## src/rtl/sar_pkg.sv

```systemverilog
package sar_pkg;
  typedef enum logic [1:0] {
    ST_IDLE  = 2'd0,
    ST_TRIAL = 2'd1,
    ST_LOAD  = 2'd2
  } sar_state_e;
endpackage

```

## src/rtl/sar_seq.sv

```systemverilog
module sar_seq
  import sar_pkg::*;
#(
  parameter int NBITS = 10
) (
  input  logic             clk,
  input  logic             rst_n,
  input  logic             start_i,
  output sar_state_e       state_o,
  output logic [NBITS-1:0] ptr_o,
  output logic             launch_o
);
  localparam logic [NBITS-1:0] PTR_TOP = {1'b1, {(NBITS-1){1'b0}}};

  sar_state_e       state_q;
  logic [NBITS-1:0] ptr_q;

  assign launch_o = (state_q == ST_IDLE) && start_i;
  assign state_o  = state_q;
  assign ptr_o    = ptr_q;

  always_ff @(posedge clk or negedge rst_n) begin
    if (!rst_n) begin
      state_q <= ST_IDLE;
      ptr_q   <= '0;
    end else begin
      unique case (state_q)
        ST_IDLE: begin
          if (start_i) begin
            state_q <= ST_TRIAL;
            ptr_q   <= PTR_TOP;
          end
        end
        ST_TRIAL: begin
          if (ptr_q[0]) begin
            state_q <= ST_LOAD;
            ptr_q   <= '0;
          end else begin
            ptr_q <= ptr_q >> 1;
          end
        end
        ST_LOAD: begin
          state_q <= ST_IDLE;
        end
        default: begin
          state_q <= ST_IDLE;
          ptr_q   <= '0;
        end
      endcase
    end
  end

  AST_PTR_ONEHOT: assert property (@(posedge clk) disable iff (!rst_n)
    $onehot0(ptr_q));
  AST_TRIAL_HAS_PTR: assert property (@(posedge clk) disable iff (!rst_n)
    (state_q == ST_TRIAL) |-> (ptr_q != '0));
  AST_TRIAL_NO_RESTART: assert property (@(posedge clk) disable iff (!rst_n)
    (state_q == ST_TRIAL && !ptr_q[0]) |=> (state_q == ST_TRIAL && !ptr_q[NBITS-1]));
  AST_LOAD_TO_IDLE: assert property (@(posedge clk) disable iff (!rst_n)
    (state_q == ST_LOAD) |=> (state_q == ST_IDLE));
endmodule

```

## src/rtl/sar_trial_reg.sv

```systemverilog
module sar_trial_reg
  import sar_pkg::*;
#(
  parameter int NBITS = 10
) (
  input  logic             clk,
  input  logic             rst_n,
  input  sar_state_e       state_i,
  input  logic [NBITS-1:0] ptr_i,
  input  logic             launch_i,
  input  logic             cmp_i,
  output logic [NBITS-1:0] code_o
);
  localparam logic [NBITS-1:0] CODE_TOP = {1'b1, {(NBITS-1){1'b0}}};

  logic [NBITS-1:0] code_q;
  logic [NBITS-1:0] set_next;

  for (genvar gi = 0; gi < NBITS; gi++) begin : g_bit
    if (gi == NBITS - 1) begin : g_top
      assign set_next[gi] = 1'b0;
    end else begin : g_low
      assign set_next[gi] = ptr_i[gi+1];
    end

    always_ff @(posedge clk or negedge rst_n) begin
      if (!rst_n) begin
        code_q[gi] <= 1'b0;
      end else begin
        unique case (state_i)
          ST_IDLE: begin
            if (launch_i) code_q[gi] <= (gi == NBITS - 1);
          end
          ST_TRIAL: begin
            if (ptr_i[gi])          code_q[gi] <= cmp_i;
            else if (set_next[gi])  code_q[gi] <= 1'b1;
          end
          ST_LOAD: begin
            code_q[gi] <= 1'b0;
          end
          default: code_q[gi] <= 1'b0;
        endcase
      end
    end
  end

  assign code_o = code_q;

  AST_LAUNCH_MSB: assert property (@(posedge clk) disable iff (!rst_n)
    launch_i |=> (code_q == CODE_TOP));
  AST_DECIDED_KEPT: assert property (@(posedge clk) disable iff (!rst_n)
    (state_i == ST_TRIAL && ptr_i[0]) |=> (code_q[0] == $past(cmp_i)));
endmodule

```

## src/rtl/sar_dac_split.sv

```systemverilog
module sar_dac_split #(
  parameter int CAP_BITS = 4,
  parameter int RES_BITS = 6,
  localparam int NBITS   = CAP_BITS + RES_BITS
) (
  input  logic [NBITS-1:0]    code_i,
  output logic [CAP_BITS-1:0] cap_o,
  output logic [RES_BITS-1:0] res_o
);
  for (genvar gc = 0; gc < CAP_BITS; gc++) begin : g_cap
    assign cap_o[gc] = code_i[RES_BITS + gc];
  end
  for (genvar gr = 0; gr < RES_BITS; gr++) begin : g_res
    assign res_o[gr] = code_i[gr];
  end
endmodule

```

## src/rtl/sar_split_ctrl.sv

```systemverilog
module sar_split_ctrl
  import sar_pkg::*;
#(
  parameter int CAP_BITS = 4,
  parameter int RES_BITS = 6,
  localparam int NBITS   = CAP_BITS + RES_BITS
) (
  input  logic                clk,
  input  logic                rst_n,
  input  logic                start_i,
  input  logic                cmp_i,
  output logic [CAP_BITS-1:0] cap_code_o,
  output logic [RES_BITS-1:0] res_code_o,
  output logic [NBITS-1:0]    result_o,
  output logic                done_o,
  output logic                conv_clk_en_o
);
  sar_state_e       state;
  logic [NBITS-1:0] ptr;
  logic             launch;
  logic [NBITS-1:0] code;
  logic [NBITS-1:0] result_q;
  logic             done_q;

  sar_seq #(.NBITS(NBITS)) i_seq (
    .clk      (clk),
    .rst_n    (rst_n),
    .start_i  (start_i),
    .state_o  (state),
    .ptr_o    (ptr),
    .launch_o (launch)
  );

  sar_trial_reg #(.NBITS(NBITS)) i_trial (
    .clk      (clk),
    .rst_n    (rst_n),
    .state_i  (state),
    .ptr_i    (ptr),
    .launch_i (launch),
    .cmp_i    (cmp_i),
    .code_o   (code)
  );

  sar_dac_split #(.CAP_BITS(CAP_BITS), .RES_BITS(RES_BITS)) i_split (
    .code_i (code),
    .cap_o  (cap_code_o),
    .res_o  (res_code_o)
  );

  always_ff @(posedge clk or negedge rst_n) begin
    if (!rst_n) begin
      result_q <= '0;
      done_q   <= 1'b0;
    end else begin
      done_q <= (state == ST_LOAD);
      if (state == ST_LOAD) result_q <= code;
    end
  end

  assign result_o      = result_q;
  assign done_o        = done_q;
  assign conv_clk_en_o = (state != ST_IDLE);

  AST_DONE_ONE_CYCLE: assert property (@(posedge clk) disable iff (!rst_n)
    done_o |=> !done_o);
  AST_DONE_AFTER_LOAD: assert property (@(posedge clk) disable iff (!rst_n)
    done_o |-> $past(state == ST_LOAD));
  AST_IDLE_CODES_ZERO: assert property (@(posedge clk) disable iff (!rst_n)
    !conv_clk_en_o |-> (cap_code_o == '0 && res_code_o == '0));
  AST_CAP_FROZEN: assert property (@(posedge clk) disable iff (!rst_n)
    (state == ST_TRIAL && ptr[RES_BITS-1:0] != '0) |=> $stable(cap_code_o));
  AST_RESULT_HELD: assert property (@(posedge clk) disable iff (!rst_n)
    !done_o |-> $stable(result_o));
endmodule

```

## config.mk

```make
export PLATFORM = sky130hd
export DESIGN_NAME = sar_split_ctrl
export DESIGN_NICKNAME = d
export VERILOG_FILES = /design/src/rtl/sar_pkg.sv /design/src/rtl/sar_seq.sv /design/src/rtl/sar_trial_reg.sv /design/src/rtl/sar_dac_split.sv /design/src/rtl/sar_split_ctrl.sv
export SDC_FILE = /design/constraint.sdc
export NUM_CORES = 1
export LEC_CHECK = 0
export CAP_MARGIN = 20
export CORE_MARGIN = 4
export CORE_UTILIZATION = 43
export CTS_CLUSTER_SIZE = 24
export DETAILED_ROUTE_END_ITERATION = 16
export PLACE_DENSITY = 0.67
export SLEW_MARGIN = 20
export SYNTH_ARGS = -nofsm -noshare
export SYNTH_HDL_FRONTEND = slang
export SYNTH_HIERARCHICAL = 1
export SYNTH_SLANG_ARGS = --single-unit
```

## constraint.sdc

```tcl
create_clock -name clk -period 1.97 [get_ports clk]
set_input_delay 0.394 -clock clk [delete_from_list [all_inputs] [get_ports clk]]
set_output_delay 0.394 -clock clk [all_outputs]
set_load 0.01 [all_outputs]
```

==> metrics.csv, run 1 <==
metric,value,unit
initial antenna violation count,0,
diode count,0,
total wire length,2750,µm
Final #Nets,157,
P_leak,0.000911,µW
outcome,finished clean,
DIE AREA,4690,µm²
drt drc,0,
H-tree level count,2,
Port Buf Inserts,25,
vias per cell,5.03,
Sink Count,33,
Die Wd,68.5,µm
max-cap violations,0,
largest net degree at the start of global routing,34,
fmax,550,MHz
worst path bufs/invs,1,
CTS tree,done,
first-pass GRT wire length,4570,µm
CP max FO,2,
starting density of the core,45.7,%
Iter 0 DRT Violations,49,
crit-path cells,"or2_2, clkdlybuf4s50_1",
Area contributors post-synth,"dfrtp_1, mux2_4, a21oi_1",
global route overflow,0,
slowest cell delay on critical path,0.48,ns
Mapped Cells,133,
clk_lat worst skew,0.29,ns
CP endpoint kind,output port,
Placement Rows,21,
Max IR drop VDD,0.524,mV
"CTS clk-pin slew, worst paths",0.07,ns
register area share after synthesis,52.5,%
min cycle time layout,1.82,ns
Setup TNS Final,0,ns
pwr dens,1670,nW/µm²
Worst Skew,0.00455,ns
GRT Overall Usage,13.5,%
Root Driver,clkbuf_8,
WHS Path Cells,1,
setup bufs post-CTS,0,
critical path class,flip-flop to output port,
DIE HEIGHT,68.5,µm
worst path arrival time,1.42,ns
"most common cell after layout, fill and taps aside",dfrtp_1,
most frequent cells in the layout,"dfrtp_1, clkdlybuf4s50_1, a21oi_1",
final setup vio count,0,
critical path depth,2,
mux contribution to synthesized area,9.30,%
CORE AREA,3440,µm²
layout cells sized above 1,29.2,%
vias post-DR,1006,
CP required,1.58,ns
WL/cell,13.7,µm
synth unique cells,26,
Post-Syn Nets,137,
Max clock buf depth,2,
Worst path slowest cell,clkdlybuf4s50_1,
post-synth top area share,52.5,%
Post-Layout Cell Count,200,
Detail Route Antenna Nets,0,
"CP delay by family, top",buffers and inverters,
Post-Synth Simple-Gate Area,10.9,%
FF-to-FF path depth,6,
CTS Buf Count,5,
Area Growth Syn to Fin,18.4,%
Final Cycle Share,92.3,%
count of state elements after synthesis,33,
hold_buf cts,0,
Ys Warns,6,
Hold Crit Class,flip-flop to flip-flop,
final hold vios,0,
Syn Area/Cell,11.8,µm²
largest family of logic cells by synthesized area,compound AO/OA/AOI/OAI gates,
CP startpoint kind,flip-flop,
Synth Area in Adders,0,%
Slew HR,64.6,%
Final GP Congestion,0.681,
"area leader, netlist",dfrtp_1,
placed instance count,192,
Initial DRT Pass Iterations,4,
final slew viol count,0,
num ports,26,
CTS resizes,0,
detailed placement HPWL,1920,µm
Mapped Area,1570,µm²
Worst-Margin Slew,0.531,ns
RSZ-0062 raised after global routing,no,
Synth Area in XOR/XNOR,0,%
Compound-Gate Fraction of Synth Area,16.4,%
number of global-route vias before repair,976,
-- per-layer routing --
layer  GRT usage [%]  wire length, µm  vias up
li1                -                -      495
met2            21.2             1290       28
met1            15.5             1230      477
met5               0                0        -
met3            4.54              157        6
met4            8.93               70        0
-- where the power goes --
| group | internal [µW] | leakage [µW] | switching, µW |
|---|---|---|---|
| clock network | 243 | 0.0000439 | 249 |
| registers | 961 | 0.000422 | 229 |
| logic | 838 | 0.000445 | 590 |
-- state kept, by name (all words and copies together), names as in the netlist --
register	count
i_seq/state_o	2
i_seq/ptr_o	10
i_trial/code_o	10
done_o	1
result_o	10
-- synthesized netlist by cell type --
cell type	number
inv_1	11
o21ai_0	10
and2b_1	1
nand2_1	1
nand3_1	1
nand2b_1	2
nor2b_1	1
nor4bb_1	1
a21oi_2	1
a32o_2	8
buf_8	1
mux2_4	9
clkbuf_1	1
or2_2	10
inv_2	1
buf_6	3
nor2_1	1
mux2_2	1
or3_1	1
dfrtp_1	33
a31o_2	1
buf_4	10
nor3b_1	1
nand2b_4	2
a21oi_1	20
nor3b_4	1
-- layout make-up --
type | count | area (µm²)
clock buffers | 5 | 68.8
multi-input cells | 73 | 576
inverters | 12 | 45.0
repair buffers | 28 | 273
well taps | 46 | 57.6
fillers | 286 | 1580
flip-flops and latches | 33 | 826
clock inverters | 3 | 17.5
-- worst reg2reg max path: stages, from the launching register on --
cell	delay (ns)
dfrtp_1	0.34
buf_4	0.17
nand2b_1	0.13
nor2_1	0.05
or3_1	0.55
a21oi_1	0.24
a21oi_1	0.05
-- path summary, 6_finish.rpt --
check | start | to | slack, ns
min in group asynchronous | rst_n | result_o[9] | 0.52
hold / removal | result_o[8] | result_o[8] | 0.51
hold reg to reg | result_o[8] | result_o[8] | 0.51
setup reg to reg | i_seq/state_o[0] | i_trial/code_o[5] | 0.30
max in group asynchronous | rst_n | i_seq/state_o[1] | 1.16
setup / recovery | i_seq/state_o[0] | conv_clk_en_o | 0.15
-- cells by family after synthesis --
| group | count (synthesis) |
|---|---|
| AOI/OAI and AO/OA | 40 |
| DFF | 33 |
| buffers and inverters | 27 |
| and+or+nand+nor | 23 |
| muxes | 10 |
-- metrics by stage --
step                power, µW  hold slack [ns]  setup slack [ns]  instance area (µm²)  utilization, %
floorplan                2190           0.0984             0.457                 1570               -
global placement         2580            0.488            0.0114                 1780            51.6
detailed placement       2630            0.493           -0.0532                 1780            51.6
CTS                      3140            0.513             0.130                 1860            54.1
global route             3330            0.522            0.0894                 1860            54.1
finish                   3110            0.510             0.152                 1860            54.1
Power figures use the tool's default switching activity.
==> inputs of run 2 (changes only) <==
--- a/config.mk
+++ b/config.mk
@@ -10,7 +10,7 @@
 export CORE_UTILIZATION = 43
 export CTS_CLUSTER_SIZE = 24
 export DETAILED_ROUTE_END_ITERATION = 16
-export PLACE_DENSITY = 0.67
+export DONT_BUFFER_PORTS = 1
 export SLEW_MARGIN = 20
 export SYNTH_ARGS = -nofsm -noshare
 export SYNTH_HDL_FRONTEND = slang
==> run 2 against run 1 <==
- combinational power shrank 34%
- register-to-register slack improved by 0.09 ns
- critical path depth grew 2
- sequential power is 12% higher
- clock power decreased by 4.1%
==> metrics.csv, run 2 (synthesized netlist as in run 1, its figures left out) <==
metric,value,unit,change
final hold vios,0,,unchanged
min cycle time layout,1.58,ns,-0.236 ns
Die Wd,68.5,µm,unchanged
Detail Route Antenna Nets,0,,unchanged
drt drc,0,,unchanged
PnR worst setup slack,0.389,ns,+0.236 ns
max-cap violations,0,,unchanged
Worst path slowest cell,or3_1,,
initial antenna violation count,0,,unchanged
starting density of the core,45.7,%,unchanged
fmax,632,MHz,+15%
clk_lat worst skew,0.28,ns,about the same
P_leak,0.000826,µW,-9.3%
Worst-Margin Slew,0.546,ns,+0.0151 ns
final slew viol count,0,,unchanged
gr busiest metal,met2,,
outcome,finished clean,,
RSZ-0062 raised after global routing,no,,
Final Cycle Share,80.3,%,-12 points
global route overflow,0,,unchanged
CORE AREA,3440,µm²,unchanged
slowest cell delay on critical path,0.60,ns,+0.12 ns
total wire length,2640,µm,-4.0%
"CP delay by family, top",simple AND/OR/NAND/NOR gates,,
worst path bufs/invs,1,,unchanged
Multi-input gate area,576,µm²,unchanged
WHS Path Cells,2,,+1
Max clock buf depth,2,,unchanged
fill count,310,,+8.4%
GRT Overall Usage,12.9,%,-0.60 points
CP endpoint kind,flip-flop,,
Area Growth Syn to Fin,3.66,%,
vias per cell,5.22,,+3.8%
Final #Nets,133,,-15%
R2R setup slack,0.39,ns,+0.09 ns
H-tree level count,2,,unchanged
critical path depth,4,,+2
detailed placement HPWL,1840,µm,-4.1%
CP required,2.10,ns,+0.52 ns
vias post-DR,919,,-8.6%
number of global-route vias before repair,909,,-6.9%
met3 Usage GRT,5.67,%,+1.1 points
Placement Rows,21,,unchanged
layout cells sized above 1,33.8,%,+4.6 points
pwr dens,1680,nW/µm²,+0.44%
"most common cell after layout, fill and taps aside",dfrtp_1,,
most frequent cells in the layout,"dfrtp_1, a21oi_1, inv_1",,
"CTS clk-pin slew, worst paths",0.07,ns,about the same
final setup vio count,0,,unchanged
largest net degree at the start of global routing,34,,unchanged
worst path arrival time,1.71,ns,+0.29 ns
Setup TNS Final,0,ns,unchanged
Worst Skew,0.00901,ns,+0.00446 ns
Initial DRT Pass Iterations,3,,-1
DIE HEIGHT,68.5,µm,unchanged
CP startpoint kind,flip-flop,,
Iter 0 DRT Violations,66,,+35%
CP max FO,18,,+16
first-pass GRT wire length,4390,µm,-4.1%
crit-path cells,"buf_4, or3_1, a21oi_1, a21oi_1",,
CTS tree,done,,
Root Driver,clkbuf_8,,
worst slack at placement,0.413,ns,+0.466 ns
WL/cell,15.0,µm,+9.1%
critical path class,flip-flop to flip-flop,,
met1 Use GR,14.4,%,-1.1 points
GRT met2 Usage,20.6,%,-0.60 points
Max IR drop VDD,0.396,mV,-24%
Sink Count,33,,unchanged
Port Buf Inserts,0,,-100%
DIE AREA,4690,µm²,unchanged
num ports,26,,unchanged
register area,826,µm²,unchanged
Slew HR,63.6,%,-1.0 points
diode count,0,,unchanged
CTS Buf Count,5,,unchanged
most frequent CP cell,a21oi_1,,
FF-to-FF path depth,4,,-2
Hold Crit Class,input port to flip-flop,,
Final GP Congestion,0.782,,+15%
## run 2: final timing paths
kind / startpoint / end
worst max-delay path: i_seq/state_o[0] / i_trial/code_o[6]
worst min register to register: i_seq/ptr_o[5] / i_seq/ptr_o[4]
max in group asynchronous: rst_n / i_seq/ptr_o[5]
worst max register to register: i_seq/state_o[0] / i_trial/code_o[6]
min in group asynchronous: rst_n / i_trial/code_o[0]
worst min-delay path: cmp_i / i_trial/code_o[9]
## run 2: routing by layer
layer	share of wire [%]	wire length, µm	vias to the layer above
met2	47	1240	22
li1	-	-	440
met1	44	1170	452
met4	1.4	38	0
met3	7.5	197	5
met5	0	0	-
## run 2: power breakdown
group          leakage (µW)  switching, µW  total [µW]  internal, µW
Sequential         0.000422            365        1330           961
Clock             0.0000450            227         472           244
Combinational      0.000359            411         937           525
## run 2: what timing repair did
action,CTS,global route
hold endpoints to repair,33,0
hold buffers,2,0
gates resized for setup,0,0
setup buffers,0,0
## run 2: stage by stage
stage	hold WS, ns	instance area [µm²]	util, %	instances	total power (µW)
global route	0.260	1630	47.4	176	2940
global placement	0.0991	1520	44.1	166	2210
finish	0.278	1630	47.4	176	2730
floorplan	0.0984	1570	-	133	2190
detailed placement	0.0993	1520	44.1	166	2250
CTS	0.266	1630	47.4	176	2760
## run 2: area by class of cell
class	count	share of cell area (%)
clock buffers	6	4.45
clock inverters	2	0.613
inverters	12	2.76
multi-input cells	73	35.3
flip-flops and latches	33	50.6
well taps	46	3.53
repair buffers	4	2.76
